==> src/rtl/agu_pkg.sv <==
package agu_pkg;

  typedef enum logic [2:0] {
    AM_ABS    = 3'd0,
    AM_REG    = 3'd1,
    AM_DISP   = 3'd2,
    AM_IDX    = 3'd3,
    AM_SCALED = 3'd4,
    AM_PCREL  = 3'd5,
    AM_RSV6   = 3'd6,
    AM_RSV7   = 3'd7
  } addr_mode_e;

  typedef enum logic [1:0] {
    DW_8  = 2'd0,
    DW_16 = 2'd1,
    DW_32 = 2'd2,
    DW_32B = 2'd3
  } disp_width_e;

  localparam int MODE_W = 3;
  localparam int DCODE_W = 2;

endpackage

==> src/rtl/agu_disp_ext.sv <==
module agu_disp_ext #(
  parameter int W = 32
) (
  input  logic [W-1:0]                disp_raw,
  input  logic [agu_pkg::DCODE_W-1:0] width_code,
  output logic [W-1:0]                disp_ext
);
  import agu_pkg::*;

  function automatic logic [W-1:0] sext8(input logic [W-1:0] d);
    return {{(W-8){d[7]}}, d[7:0]};
  endfunction

  function automatic logic [W-1:0] sext16(input logic [W-1:0] d);
    return {{(W-16){d[15]}}, d[15:0]};
  endfunction

  always_comb begin
    unique case (disp_width_e'(width_code))
      DW_8:    disp_ext = sext8(disp_raw);
      DW_16:   disp_ext = sext16(disp_raw);
      default: disp_ext = disp_raw;
    endcase
  end
endmodule

==> src/rtl/agu_index_scale.sv <==
module agu_index_scale #(
  parameter int W       = 32,
  parameter int SCALE_W = 2
) (
  input  logic [W-1:0]       index_in,
  input  logic [SCALE_W-1:0] shift_code,
  output logic [W-1:0]       index_scaled
);
  localparam int NSHIFT = 1 << SCALE_W;

  logic [W-1:0] shifted [NSHIFT];

  genvar s;
  generate
    for (s = 0; s < NSHIFT; s++) begin : g_shift
      assign shifted[s] = index_in << s;
    end
  endgenerate

  assign index_scaled = shifted[shift_code];
endmodule

==> src/rtl/agu_mode_sel.sv <==
module agu_mode_sel #(
  parameter int W = 32
) (
  input  logic [agu_pkg::MODE_W-1:0] mode,
  input  logic [W-1:0]               base,
  input  logic [W-1:0]               index_raw,
  input  logic [W-1:0]               index_scaled,
  input  logic [W-1:0]               pc,
  input  logic [W-1:0]               disp_ext,
  output logic [W-1:0]               term_anchor,
  output logic [W-1:0]               term_index,
  output logic [W-1:0]               term_offset,
  output logic [W-1:0]               addr_sum
);
  import agu_pkg::*;

  function automatic logic [W-1:0] add3(input logic [W-1:0] a,
                                        input logic [W-1:0] b,
                                        input logic [W-1:0] c);
    return a + b + c;
  endfunction

  always_comb begin
    term_anchor = base;
    term_index  = '0;
    term_offset = '0;
    unique case (addr_mode_e'(mode))
      AM_ABS: begin
        term_anchor = '0;
        term_offset = disp_ext;
      end
      AM_DISP:   term_offset = disp_ext;
      AM_IDX:    term_index  = index_raw;
      AM_SCALED: begin
        term_index  = index_scaled;
        term_offset = disp_ext;
      end
      AM_PCREL: begin
        term_anchor = pc;
        term_offset = disp_ext;
      end
      default: ;
    endcase
  end

  assign addr_sum = add3(term_anchor, term_index, term_offset);
endmodule

==> src/rtl/agu_align_chk.sv <==
module agu_align_chk #(
  parameter int W     = 32,
  parameter int ASZ_W = 2
) (
  input  logic [W-1:0]     addr,
  input  logic [ASZ_W-1:0] size_code,
  output logic             misaligned
);
  localparam int MAXLOG = (1 << ASZ_W) - 1;

  logic [MAXLOG-1:0] bad_bit;

  genvar i;
  generate
    for (i = 0; i < MAXLOG; i++) begin : g_bit
      assign bad_bit[i] = addr[i] & (32'(size_code) > i);
    end
  endgenerate

  assign misaligned = |bad_bit;
endmodule

==> src/rtl/addr_gen_unit.sv <==
module addr_gen_unit #(
  parameter int W       = 32,
  parameter int SCALE_W = 2,
  parameter int ASZ_W   = 2
) (
  input  logic                        clk,
  input  logic                        rst_n,
  input  logic                        in_valid,
  input  logic [agu_pkg::MODE_W-1:0]  mode,
  input  logic [W-1:0]                base,
  input  logic [W-1:0]                index,
  input  logic [W-1:0]                pc,
  input  logic [W-1:0]                disp,
  input  logic [agu_pkg::DCODE_W-1:0] disp_sz,
  input  logic [SCALE_W-1:0]          scale,
  input  logic [ASZ_W-1:0]            acc_sz,
  output logic                        out_valid,
  output logic [W-1:0]                eff_addr,
  output logic                        misaligned
);
  logic [W-1:0] disp_x;
  logic [W-1:0] index_sc;
  logic [W-1:0] t_anchor;
  logic [W-1:0] t_index;
  logic [W-1:0] t_offset;
  logic [W-1:0] ea_next;
  logic         mis_next;

  agu_disp_ext #(.W(W)) u_disp (
    .disp_raw   (disp),
    .width_code (disp_sz),
    .disp_ext   (disp_x)
  );

  agu_index_scale #(.W(W), .SCALE_W(SCALE_W)) u_scale (
    .index_in     (index),
    .shift_code   (scale),
    .index_scaled (index_sc)
  );

  agu_mode_sel #(.W(W)) u_sel (
    .mode         (mode),
    .base         (base),
    .index_raw    (index),
    .index_scaled (index_sc),
    .pc           (pc),
    .disp_ext     (disp_x),
    .term_anchor  (t_anchor),
    .term_index   (t_index),
    .term_offset  (t_offset),
    .addr_sum     (ea_next)
  );

  agu_align_chk #(.W(W), .ASZ_W(ASZ_W)) u_align (
    .addr       (ea_next),
    .size_code  (acc_sz),
    .misaligned (mis_next)
  );

  always_ff @(posedge clk) begin
    if (!rst_n) begin
      out_valid  <= 1'b0;
      eff_addr   <= '0;
      misaligned <= 1'b0;
    end else begin
      out_valid <= in_valid;
      if (in_valid) begin
        eff_addr   <= ea_next;
        misaligned <= mis_next;
      end
    end
  end
endmodule

==> config.mk <==
export PLATFORM = sky130hd
export DESIGN_NAME = addr_gen_unit
export DESIGN_NICKNAME = d
export VERILOG_FILES = /design/src/rtl/agu_pkg.sv /design/src/rtl/agu_disp_ext.sv /design/src/rtl/agu_index_scale.sv /design/src/rtl/agu_mode_sel.sv /design/src/rtl/agu_align_chk.sv /design/src/rtl/addr_gen_unit.sv
export SDC_FILE = /design/constraint.sdc
export NUM_CORES = 1
export LEC_CHECK = 0
export BUFFER_PORTS_ARGS = -buffer_cell sky130_fd_sc_hd__buf_2
export CAP_MARGIN = 30
export CORE_MARGIN = 5
export CORE_UTILIZATION = 50
export CTS_CLUSTER_DIAMETER = 40
export CTS_CLUSTER_SIZE = 12
export DETAILED_ROUTE_END_ITERATION = 6
export GPL_TIMING_DRIVEN = 0
export HOLD_SLACK_MARGIN = 0.15
export PLACE_DENSITY = 0.77
export RECOVER_POWER = 100
export REMOVE_ABC_BUFFERS = 1
export SYNTH_ARGS = -nofsm -noshare
export SYNTH_HDL_FRONTEND = slang
export SYNTH_HIERARCHICAL = 1
export SYNTH_SLANG_ARGS = --single-unit
==> constraint.sdc <==
create_clock -name clk -period 5 [get_ports clk]
set_clock_uncertainty 0.1 [all_clocks]
set_input_delay 0.25 -clock clk [delete_from_list [all_inputs] [get_ports clk]]
set_output_delay 0.25 -clock clk [all_outputs]
set_load 0.01 [all_outputs]
[Word level (Yosys, flattened, before mapping)]
Index checks and enable logic that the tools add are counted.
Operators by class
  add/sub/neg operators: 2
  magnitude comparators: 4
  equality and inequality tests: 5
  multiplexer cells: 7
  bitwise gates (word level): 4
  reduce and logical (&&, ||, !) cells: 4
Operator list (number)
  one-hot mux 32 bit (2 select lines): 3
  two-way mux 32 bit: 3
  adder 32 bit: 2
  binary-select mux 32 bit (select 2 bit): 1
  equality test 3 x 2 -> 1 bit, second input constant: 2
  equality test 3 bit, second input constant: 2
  > comparator 2 x 1 -> 1 bit, second input constant: 2
  OR reduction 4 bit: 1
  AND 1 bit: 3
  greater-or-equal comparator 3 bit, second input constant: 1
  zero test 3 bit: 1
  NOT 2 -> 3 bit: 1
  OR reduction 3 bit: 1
  equality test 2 x 1 -> 1 bit, second input constant: 1
  > comparator 2 bit, second input constant: 1
  zero test 2 bit: 1
Word-level totals
  register bits: 34
  input bits: 140
  output and inout bits: 34
  word-level logic and storage cells: 29

[Longest topological paths before layout]
  depth after elaboration: 9
  mapped depth: 18
  mapped depth without buffers: 16

[Modules after synthesis]
The synthesis kept the hierarchy.
Modules (own cells, without submodules)
  agu_mode_sel: instances 1, cells each 533, area an instance 3729.8 um^2, sequential area each 0.0 um^2
  addr_gen_unit: instances 1, cells each 108, area an instance 1306.3 um^2, sequential area each 680.7 um^2
  agu_index_scale: instances 1, cells each 71, area an instance 704.4 um^2, sequential area each 0.0 um^2
  agu_disp_ext: instances 1, cells each 64, area an instance 426.7 um^2, sequential area each 0.0 um^2
  agu_align_chk: instances 1, cells each 4, area an instance 18.8 um^2, sequential area each 0.0 um^2

[Worst setup path before layout]
OpenSTA, ideal clock, no wires.
  path kind: input -> register
  from: input mode[0] (netlist name)
  to: register eff_addr[29]
  setup time: 65 ps
  arrival: 3694 ps
  required time: 4835 ps
  slack: 1141 ps
  stages on the path: 17
  buffers on the path: 3
  cells stage by stage: nor2b_1 and2_1 clkbuf_1 clkbuf_1 a22oi_1 fa_1 inv_1 ha_1 buf_2 a21oi_1 o2111ai_1 a21oi_1 mux2_2 a41o_1 a311oi_2 mux2i_1 nor2b_1
Between the ends
  word-level cells in the longest chain between the ends: 4
  elaborated cells on any way between the ends: 11
  those cells by class: add/sub (2); eq/ne (4); mux (3); reduce/logical (2)
Ends and longest elaborated chain
  start, declared: line addr_gen_unit.sv:9  | input logic [agu_pkg::MODE_W-1:0] mode,
  equality test 3 bit, or another cell as far along: line agu_mode_sel.sv:27  | unique case (addr_mode_e'(mode))
  one-hot mux 32 bit (2 select lines) / OR reduction 4 bit (equally long branches)
  adder 32 bit / two-way mux 32 bit (equally long branches): line agu_mode_sel.sv:20, agu_mode_sel.sv:27
  adder 32 bit (*): line agu_mode_sel.sv:20  | return a + b + c;
  named net ea_next[29]: line addr_gen_unit.sv:26  | logic [W-1:0] ea_next;
  end signal, assigned: line addr_gen_unit.sv:68  | eff_addr <= ea_next;
  end, declared: line addr_gen_unit.sv:18  | output logic [W-1:0] eff_addr,
The timed path passes the listed nets; every way through them passes the cells marked *.
A chain may end at the register's enable or synchronous reset.

[Final worst setup path]
  from: input mode[1] (netlist name)
  to: register eff_addr[30]
Same word-level chain as after synthesis.

==> reports/qor.txt <==
======================================================================================
DRC violations left                                                                  0
Critical Path Start Type                                                     input pin
Detail Placement HPWL                                                        13,000 um
MaxCap Viol Count                                                                    0
Switching component of the power                                              0.738 mW
Antenna cell count                                                                   0
Classification of the worst setup path                                    input pin to register
Final number of max-transition violations                                            0
Clk root buf                                                              sky130_fd_sc_hd__clkbuf_16
Instance area at placement                                                    6750 um2
Fraction of power spent switching nets                                           0.431
TritonCTS Buffers                                                                    5
Maximum number of pins on one net before global-route repair                        35
Global routing usage summed across all routing layers                            0.214
Post-Route Hold Slack                                                         0.206 ns
Least-Margin Pin Slew                                                          1.07 ns
Max FO, Critical Path                                                               17
Yosys synthesis warning count                                                        6
Setup repair after global routing missed its margin                                 no
Commonest non-fill, non-tap cells in the layout                           137 x sky130_fd_sc_hd__buf_2, 107 x sky130_fd_sc_hd__mux2i_1, 101 x sky130_fd_sc_hd__inv_1
Final Hold Viols                                                                     0
Number of primary I/O pins                                                         174
Number of clock sinks                                                               34
Worst Min Path Start                                                          in_valid
Vias per std cell                                                                 5.53
Comb power frac                                                                  0.612
Post-Syn Area per Cell                                                        8.23 um2
Internal power                                                                0.973 mW
Worst rel slew slack                                                             0.286
Power share of the sequential group                                              0.205
Via count of the first global-routing pass                                       5,520
Count of port buffers added during placement                                       173
Worst min path class                                                      input pin to register
DR WL/cell                                                                     15.6 um
Cell row count                                                                      40
Static Leak                                                                    3.63 nW
Starting density of the core                                                     0.505
Vias post-DR                                                                     5,560
Wire length of the first global-routing pass                                 25,500 um
Area growth from synthesis to layout                                             14.3%
Share of layout cells above drive strength 1                                     0.193
Status                                                                    finished, final reports clean
Insertion delay of the later-clocked pin in the worst-skew pair                0.28 ns
Total setup violations reported at the end of the flow                               0
Die footprint                                                               14,300 um2
TritonCTS clock tree                                                             built
Setup fix buffers added after clock tree synthesis                                   0
Fill cell count                                                                  1,151
Antenna violations before repair                                                     0
Maximum buffer depth of the clock tree                                               2
Shortest clock period the worst path allows after layout                       4.38 ns
Area of the placeable core                                                  11,900 um2
Deepest level of the CTS H-tree                                                      2
Count of routing violations after the opening detailed-route iteration             276
Proportion of power drawn by the clock network                                   0.183
Cell count after synthesis                                                         728
Required time worst endpoint                                                   5.11 ns
Hold buffer count at CTS                                                             0
Data arrival time of the critical path                                         4.49 ns
CTS clk-pin slew, worst paths                                                  0.05 ns
Grt ovf                                                                              0
Period utilisation layout                                                        0.875
FF-to-FF Start                                                            eff_addr[29]
Capturing element type of the critical path                                   register
Chip width                                                                      119 um
Number of detailed-route iterations in the first pass                                5
Reg-to-reg setup timing slack                                                  4.27 ns
Final instance area                                                           6850 um2
Worst vdd rail ir drop                                                          239 uV
Number of gates given a new drive strength after cts                                 0
Max Clock Freq                                                                 229 MHz
Commonest non-fill, non-tap cell in the layout                            sky130_fd_sc_hd__buf_2
Antenna-violating nets left                                                          0
Routed WL                                                                    15,700 um
Weighted congestion reported at the end of routability-driven placement          0.890
Post-synthesis instance area                                                  5990 um2
DIE HEIGHT                                                                      119 um
Post-layout net count                                                            1,060
Power density of the placed cells                                           250 nW/um2
Worst setup path startpoint                                                    mode[1]
======================================================================================
==> metal layers <==
layer / vias up / share of wire / GRT usage
met5: - / 0 / 0
met4: 0 / 0.017 / 0.0480
met3: 18 / 0.066 / 0.0423
met2: 184 / 0.51 / 0.405
met1: 2582 / 0.41 / 0.248
li1: 2776 / - / -
==> registers in the layout (all words and copies together), names as in the netlist <==
name,count
misaligned,1
eff_addr,32
out_valid,1
==> critical path, cell delays in order <==
cell and delay (ns):
sky130_fd_sc_hd__clkbuf_1 0.13, sky130_fd_sc_hd__nor3b_2 0.86, sky130_fd_sc_hd__buf_6 0.28, sky130_fd_sc_hd__a22oi_1 0.11, sky130_fd_sc_hd__fa_1 0.55, sky130_fd_sc_hd__inv_1 0.05
sky130_fd_sc_hd__ha_1 0.43, sky130_fd_sc_hd__nand2_1 0.13, sky130_fd_sc_hd__o211ai_1 0.25, sky130_fd_sc_hd__nor4b_1 0.26, sky130_fd_sc_hd__a21boi_0 0.50, sky130_fd_sc_hd__o2111ai_1 0.19
sky130_fd_sc_hd__a221oi_2 0.26, sky130_fd_sc_hd__mux2i_1 0.10, sky130_fd_sc_hd__nor2b_1 0.11
==> power by group through the flow <==
stage | Sequential (mW) | Clock [mW] | Combinational, mW
2_1_floorplan | 0.379 | 0 | 0.715
3_3_place_gp | 0.352 | 0 | 1.05
3_5_place_dp | 0.354 | 0 | 1.07
4_1_cts | 0.349 | 0.321 | 1.08
5_1_grt | 0.357 | 0.335 | 1.18
6_report | 0.350 | 0.314 | 1.05
==> final timing paths <==
check,end,depth (start not counted)
worst max-delay path,eff_addr[30],15
worst min-delay path,misaligned,3
worst max register to register,eff_addr[29],2
worst min register to register,eff_addr[12],2
==> cell type report <==
| class | instances | area, um2 | share of cell area |
|---|---|---|---|
| multi-input combinational | 537 | 4520 | 0.660 |
| timing repair buffer | 179 | 937 | 0.137 |
| sequential | 34 | 681 | 0.0994 |
| inverter | 101 | 379 | 0.0553 |
| tap | 147 | 184 | 0.0268 |
| clock buffer | 6 | 139 | 0.0203 |
| clock inverter | 2 | 12.5 | 0.00183 |
==> stage by stage <==
stage | utilization | setup WS [ns] | TNS [ns] | power (mW) | instances
6_report | 0.578 | 0.625 | 0 | 1.71 | 1006
5_1_grt | 0.578 | 0.262 | 0 | 1.87 | 1006
4_1_cts | 0.582 | 0.730 | 0 | 1.75 | 1005
3_5_place_dp | 0.569 | 0.446 | 0 | 1.43 | 997
3_3_place_gp | 0.560 | -1.45 | -30.93 | 1.40 | 992
2_1_floorplan | - | -0.0927 | -0.210 | 1.09 | 672
Power figures use the tool's default switching activity.
